===== src/rtl/ppv_pkg.sv =====
`timescale 1ns/1ps
package ppv_pkg;

    typedef enum logic [1:0] {
        PPV_LOAD = 2'd0,
        PPV_RUN  = 2'd1,
        PPV_WAIT = 2'd2
    } ppv_phase_e;

    typedef struct packed {
        logic end_row;
        logic end_vec;
    } ppv_mark_t;

    function automatic int unsigned eff_passes(input int unsigned req);
        return (req == 0) ? 1 : req;
    endfunction

endpackage


===== src/rtl/ppv_fifo.sv =====
`timescale 1ns/1ps
module ppv_fifo #(
    parameter int DATA_W = 32,
    parameter int DEPTH  = 4,
    localparam int PTR_W = (DEPTH > 1) ? $clog2(DEPTH) : 1,
    localparam int CNT_W = $clog2(DEPTH + 1)
) (
    input  logic              clk,
    input  logic              rst,
    input  logic              push,
    input  logic [DATA_W-1:0] push_data,
    input  logic              pop,
    output logic [DATA_W-1:0] head,
    output logic [CNT_W-1:0]  level
);

    logic [DATA_W-1:0] mem [DEPTH];
    logic [PTR_W-1:0]  wr_ptr;
    logic [PTR_W-1:0]  rd_ptr;

    function automatic logic [PTR_W-1:0] bump(input logic [PTR_W-1:0] p);
        return (p == PTR_W'(DEPTH - 1)) ? '0 : p + 1'b1;
    endfunction

    assign head = mem[rd_ptr];

    always_ff @(posedge clk) begin
        if (push) begin
            mem[wr_ptr] <= push_data;
        end
    end

    always_ff @(posedge clk) begin
        if (rst) begin
            wr_ptr <= '0;
            rd_ptr <= '0;
            level  <= '0;
        end else begin
            if (push) wr_ptr <= bump(wr_ptr);
            if (pop)  rd_ptr <= bump(rd_ptr);
            case ({push, pop})
                2'b10:   level <= level + 1'b1;
                2'b01:   level <= level - 1'b1;
                default: level <= level;
            endcase
        end
    end

    a_r7_no_overflow: assert property (@(posedge clk) disable iff (rst)
        (push && !pop) |-> (level < CNT_W'(DEPTH)));

    a_r3_no_underflow: assert property (@(posedge clk) disable iff (rst)
        pop |-> (level != '0));

endmodule


===== src/rtl/ppv_ctrl.sv =====
`timescale 1ns/1ps
module ppv_ctrl
    import ppv_pkg::*;
#(
    parameter int VEC_LEN = 4,
    parameter int ROW_W   = 8,
    parameter int CNT_W   = 3,
    localparam int IDX_W  = (VEC_LEN > 1) ? $clog2(VEC_LEN) : 1
) (
    input  logic                  clk,
    input  logic                  rst,
    input  logic [1:0][CNT_W-1:0] level_q,
    input  logic [ROW_W-1:0]      cfg_rows,
    input  logic                  out_ready,
    output logic                  sel_q,
    output logic                  fill_idx,
    output logic                  in_ready,
    output logic                  out_valid,
    output logic                  fire,
    output logic                  recirc,
    output logic                  final_pass,
    output ppv_mark_t             mark,
    output ppv_phase_e            phase_q
);

    localparam logic [CNT_W-1:0] FULL = CNT_W'(VEC_LEN);

    logic [IDX_W-1:0] elem_q;
    logic [ROW_W-1:0] pass_q;
    logic [ROW_W-1:0] rows_q;
    logic [ROW_W-1:0] rows_eff;
    logic [CNT_W-1:0] act_lvl;
    logic [CNT_W-1:0] fill_lvl;

    assign rows_eff   = ROW_W'(eff_passes(32'(cfg_rows)));
    assign fill_idx   = (phase_q == PPV_LOAD) ? sel_q : ~sel_q;
    assign act_lvl    = level_q[sel_q];
    assign fill_lvl   = level_q[fill_idx];
    assign in_ready   = (fill_lvl != FULL);
    assign out_valid  = (phase_q == PPV_RUN);
    assign fire       = out_valid && out_ready;
    assign final_pass = (pass_q == rows_q - 1'b1);
    assign recirc     = fire && !final_pass;

    always_comb begin
        mark.end_row = (elem_q == IDX_W'(VEC_LEN - 1));
        mark.end_vec = final_pass;
    end

    always_ff @(posedge clk) begin
        if (rst) begin
            phase_q <= PPV_LOAD;
            sel_q   <= 1'b0;
            elem_q  <= '0;
            pass_q  <= '0;
            rows_q  <= ROW_W'(1);
        end else begin
            case (phase_q)
                PPV_LOAD: begin
                    if (act_lvl == FULL) begin
                        phase_q <= PPV_RUN;
                        rows_q  <= rows_eff;
                        elem_q  <= '0;
                        pass_q  <= '0;
                    end
                end
                PPV_RUN: begin
                    if (fire) begin
                        if (mark.end_row) begin
                            elem_q <= '0;
                            if (final_pass) begin
                                pass_q  <= '0;
                                phase_q <= PPV_WAIT;
                            end else begin
                                pass_q <= pass_q + 1'b1;
                            end
                        end else begin
                            elem_q <= elem_q + 1'b1;
                        end
                    end
                end
                PPV_WAIT: begin
                    if (fill_lvl == FULL) begin
                        sel_q   <= ~sel_q;
                        phase_q <= PPV_RUN;
                        rows_q  <= rows_eff;
                    end
                end
                default: phase_q <= PPV_LOAD;
            endcase
        end
    end

    a_r9_swap_only_from_wait: assert property (@(posedge clk) disable iff (rst)
        !$stable(sel_q) |-> ($past(phase_q) == PPV_WAIT));

    a_r8_hold_until_full: assert property (@(posedge clk) disable iff (rst)
        (phase_q == PPV_WAIT && fill_lvl != FULL) |=> (phase_q == PPV_WAIT && $stable(sel_q)));

endmodule


===== src/rtl/pp_vec_recirc.sv =====
`timescale 1ns/1ps
module pp_vec_recirc
    import ppv_pkg::*;
#(
    parameter int DATA_W  = 32,
    parameter int VEC_LEN = 4,
    parameter int ROW_W   = 8,
    localparam int CNT_W  = $clog2(VEC_LEN + 1)
) (
    input  logic              clk,
    input  logic              rst,
    input  logic              in_valid,
    input  logic [DATA_W-1:0] in_data,
    output logic              in_ready,
    input  logic [ROW_W-1:0]  cfg_rows,
    input  logic              out_ready,
    output logic              out_valid,
    output logic [DATA_W-1:0] out_data,
    output logic              out_last_row,
    output logic              out_last_vec,
    output logic              stat_waiting,
    output logic              stat_active_sel
);

    logic [1:0][CNT_W-1:0]  level_q;
    logic [1:0][DATA_W-1:0] head_q;
    logic [1:0]             push_v;
    logic [1:0]             pop_v;
    logic [1:0][DATA_W-1:0] push_d;

    logic       sel_q;
    logic       fill_idx;
    logic       fire;
    logic       recirc;
    logic       final_pass;
    logic       accept;
    ppv_mark_t  mark;
    ppv_phase_e phase_q;

    ppv_ctrl #(
        .VEC_LEN (VEC_LEN),
        .ROW_W   (ROW_W),
        .CNT_W   (CNT_W)
    ) ctrl_i (
        .clk        (clk),
        .rst        (rst),
        .level_q    (level_q),
        .cfg_rows   (cfg_rows),
        .out_ready  (out_ready),
        .sel_q      (sel_q),
        .fill_idx   (fill_idx),
        .in_ready   (in_ready),
        .out_valid  (out_valid),
        .fire       (fire),
        .recirc     (recirc),
        .final_pass (final_pass),
        .mark       (mark),
        .phase_q    (phase_q)
    );

    assign accept = in_valid && in_ready;

    for (genvar g = 0; g < 2; g++) begin : g_bank
        logic is_act;
        assign is_act    = (sel_q == 1'(g));
        assign push_v[g] = (accept && fill_idx == 1'(g)) || (recirc && is_act);
        assign push_d[g] = (recirc && is_act) ? head_q[g] : in_data;
        assign pop_v[g]  = fire && is_act;

        ppv_fifo #(
            .DATA_W (DATA_W),
            .DEPTH  (VEC_LEN)
        ) fifo_i (
            .clk       (clk),
            .rst       (rst),
            .push      (push_v[g]),
            .push_data (push_d[g]),
            .pop       (pop_v[g]),
            .head      (head_q[g]),
            .level     (level_q[g])
        );
    end

    assign out_data        = head_q[sel_q];
    assign out_last_row    = out_valid && mark.end_row;
    assign out_last_vec    = out_valid && mark.end_vec;
    assign stat_waiting    = (phase_q != PPV_RUN);
    assign stat_active_sel = sel_q;

    a_r3_level_held: assert property (@(posedge clk) disable iff (rst)
        (out_valid && !final_pass) |-> (level_q[sel_q] == CNT_W'(VEC_LEN)));

    a_r10_stall_hold: assert property (@(posedge clk) disable iff (rst)
        (out_valid && !out_ready) |=> (out_valid && $stable(out_data) && $stable(out_last_row)));

    a_r7_refuse_when_full: assert property (@(posedge clk) disable iff (rst)
        (level_q[fill_idx] == CNT_W'(VEC_LEN)) |-> !push_v[fill_idx] || recirc);

endmodule


===== config.mk =====
export PLATFORM = sky130hd
export DESIGN_NAME = pp_vec_recirc
export DESIGN_NICKNAME = d
export VERILOG_FILES = /design/src/rtl/ppv_pkg.sv /design/src/rtl/ppv_fifo.sv /design/src/rtl/ppv_ctrl.sv /design/src/rtl/pp_vec_recirc.sv
export SDC_FILE = /design/constraint.sdc
export NUM_CORES = 1
export LEC_CHECK = 0
export BUFFER_PORTS_ARGS = -buffer_cell sky130_fd_sc_hd__clkbuf_2
export CAP_MARGIN = 20
export CORE_MARGIN = 5
export CORE_UTILIZATION = 55
export DETAILED_ROUTE_END_ITERATION = 6
export PLACE_DENSITY = 0.86
export SETUP_SLACK_MARGIN = 0.4
export SLEW_MARGIN = 20
export SYNTH_ARGS = -nofsm -noshare
export SYNTH_HDL_FRONTEND = slang
export SYNTH_HIERARCHICAL = 1
export SYNTH_SLANG_ARGS = --single-unit
export TNS_END_PERCENT = 1

===== constraint.sdc =====
create_clock -name clk -period 3.3 [get_ports clk]
set_input_delay 0 -clock clk [delete_from_list [all_inputs] [get_ports clk]]
set_output_delay 0 -clock clk [all_outputs]
set_load 0.01 [all_outputs]

==> metrics.md <==
| Metric | Value |
|---|---|
| Number of storage elements in the synthesis netlist | 295 |
| Most used DFF post-synth | edfxtp_1 |
| Area taken by multi-input logic gates | 0.00416 sq mm |
| Syn_nets | 766 |
| Die ar. | 0.0266 sq mm |
| H-tree depth | 1 |
| ANT cells | 0 |
| Half-perimeter wire length after placement | 15500 um |
| Pins Over Slew Limit | 0 |
| Netlist area before placement | 0.0129 sq mm |
| Crit end category | flop |
| Path class of the lowest-slack min-delay path | in -> reg |
| Hold violation total from the final report | 0 |
| Worst-case setup slack after placement | 0.158 ns |
| Buffer type at the clock tree root | clkbuf_16 |
| Quantity of I/O buffers inserted on ports | 81 |
| Highest ir drop seen on vdd | 0.338 mV |
| Total CTS buffers | 29 |
| Placed Cells incl. Taps | 1090 |
| Die H | 163 um |
| Crit path max fanout | 6 |
| All-layer global routing usage | 19.7% |
| Wire length reported by the detailed router | 26300 um |
| Detail-routed via count per cell | 5.84 |
| DRC marker count from the first detailed-route iteration | 569 |
| Final setup skew | 0.0168 ns |
| Number of max-capacitance violations reported | 0 |
| DRC | 0 |
| Fraction of layout cells with a size suffix above 1 | 38.3% |
| ANT nets after route | 0 |
| Source-to-sink clock delay at the later pin of the worst-skew pair | 0.54 ns |
| Commonest non-fill, non-tap cell in the layout | edfxtp_1 |
| Register area share after synthesis | 65.8% |
| Leading post-synthesis cells by cell area | edfxtp_1, mux4_2, dfxtp_1 |
| Number of nets in the layout | 910 |
| Total of fill cells in the finished design | 1522 |
| Setup Viol. Count Final | 0 |
| Routed vias | 6953 |
| TNS Setup | 0 ns |
| Number of clock sinks seen by CTS | 295 |
| Post-synth EDFFs | 256 |
| Tcrit/Tclk final | 94.2% |
| Non-filler instance count after layout | 1190 |
| CTS tree | yes |
| Core Footprint | 0.0233 sq mm |
| Buffer levels on the longest clock path | 3 |
| Proportion of register bits with asynchronous set or reset after synthesis | 0% |
| GPL Wtd Cong | 0.774 |
| Layout area overhead | 17.4% |
| Class of the most critical setup path | reg -> reg |
| Final setup slack of the worst path | 0.191 ns |
| Final Cell Area | 0.0151 sq mm |
| Area of placed instances | 0.0137 sq mm |
| YS warnings | 6 |
| Die X | 163 um |
| Synth top area share | 59.7% |
| Initial antenna violation count | 0 |
| Wire length per cell | 22.1 um |
| Least-Margin Pin Slew | 0.947 ns |
| Leakage power summed over all cells | 5.18 nW |
| Count of TritonRoute iterations in the first routing pass | 4 |
| Shortest clock period the worst path allows after layout | 3.11 ns |
| Register area | 0.00848 sq mm |
| Kind of launch point of the worst setup path | flop |
| Overall overflow remaining after global route | 0 |
| Number of placement rows | 56 |
| Maximum clock rate | 0.322 GHz |
| Post-synth top area cell | edfxtp_1 |
| Effective utilization at floorplan | 55.4% |
| Count of unique library cells instantiated by Yosys | 57 |
| Cell count after synthesis | 705 |
| Most used cells in the layout excluding fill and tap cells | edfxtp_1, clkbuf_2, mux2_2 |
| Clock transition time at the flip-flop clock pins of the worst setup and hold paths | 0.07 ns |
| Top-level I/O count | 82 |
| Worst-case headroom to the max-slew limit | 36.9% |
| Crit path required time | 3.76 ns |
| First-pass GRT wire length | 40600 um |
| Pin count of the biggest net entering global routing | 44 |
| Avg Synthesized Cell Area | 18.3 sq um |
| Vias in the first global route | 7352 |
| Run status | completed |
| Endpoint arrival time on the critical path | 3.57 ns |
| RSZ-0062 raised after global routing | yes |
| Ratio of total power to cell area | 531 mW/mm^2 |
layer usage:
metal / GRT usage [%] / vias to the layer above / wire (um)
li1: - / 3102 / -
met5: 0 / - / 0
met2: 34.6 / 261 / 13500
met3: 2.73 / 32 / 1560
met4: 4.16 / 0 / 398
met1: 26.5 / 3558 / 10800
worst paths after layout:
kind / slack, ns / start / depth (start not counted) / end
max: 0.19 / ctrl_i/rows_q[3] / 13 / g_bank[1].fifo_i/level[2]
min: 0.07 / rst / 2 / g_bank[0].fifo_i/level[2]
max reg2reg: 0.19 / ctrl_i/rows_q[3] / 13 / g_bank[1].fifo_i/level[2]
min reg2reg: 0.47 / ctrl_i/elem_q[1] / 2 / ctrl_i/elem_q[1]
Yosys cell counts, drive strengths merged (7+ instances only):
library cell and instances:
a211oi 7, a21oi 26, and2 13, buf 28, dfxtp 39, edfxtp 256
ha 15, inv 17, mux2 96, mux2i 8, mux4 64, nand2 20
nor2 21, o21ai 15, xnor2 16
timing repair:
item / CTS / global route
buffers inserted: 0 / 5
pin swaps: 0 / 7
endpoints found under the hold margin: 268 / 0
hold buffers: 42 / 0
setup endpoints to repair: 272 / 399
resized for setup: 1 / 6
power breakdown:
| part | internal [mW] | switching (mW) | total (mW) | leakage [nW] |
|---|---|---|---|---|
| Sequential | 4.16 | 0.0340 | 4.19 | 2.64 |
| Clock | 2.00 | 1.32 | 3.31 | 0.470 |
| Combinational | 0.248 | 0.268 | 0.517 | 2.07 |
| Total | 6.40 | 1.62 | 8.02 | 5.18 |
metrics by stage:
stage / hold slack [ns] / util (%) / total power, mW
finish: 0.0740 / 65.0 / 8.02
global route: 0.108 / 65.0 / 8.26
CTS: 0.0715 / 64.7 / 8.06
detailed placement: 0.236 / 58.8 / 4.73
global placement: 0.232 / 58.8 / 4.71
floorplan: 0.0691 / - / 4.56
flip-flops by register name, indices dropped and copies added (netlist names), named ones only:
register and cells:
ctrl_i/sel_q 1, ctrl_i/rows_q 8, ctrl_i/phase_q 2, g_bank.fifo_i/mem 256, ctrl_i/pass_q 8, g_bank.fifo_i/wr_ptr 4
ctrl_i/elem_q 2, g_bank.fifo_i/rd_ptr 4, g_bank.fifo_i/level 6
final cells by class:
| type | count | area share [%] |
|---|---|---|
| Clock buffer | 35 | 4.95 |
| Clock inverter | 18 | 1.39 |
| Inverter | 17 | 0.422 |
| Multi-Input combinational cell | 360 | 27.6 |
| Sequential cell | 295 | 56.1 |
| Tap cell | 319 | 2.64 |
| Timing Repair Buffer | 146 | 6.94 |
worst max-delay path: stages, from the launching register on:
cell	delay, ns
dfxtp_4	0.36
nor4_4	0.41
a2111oi_4	0.13
a311oi_2	0.39
a211oi_4	0.13
nor3_4	0.21
nand2_2	0.11
nand2_4	0.12
inv_1	0.06
ha_2	0.19
fa_2	0.34
xnor2_1	0.14
or3_1	0.31
a21oi_1	0.13
kinds of logic (layout without fill, tap and decap cells):
kind of cell,after synthesis,count (layout),share of synthesized area (%)
AO/OA/AOI/OAI,60,60,2.99
multiplexers,168,168,21.2
XOR/XNOR,22,22,1.50
adder cells (fa/ha/maj),17,17,1.77
flip-flops,295,295,65.8
AND/OR/NAND/NOR,93,93,4.02
buffers and inverters,50,216,2.80
(Power assumes the default switching activity.)
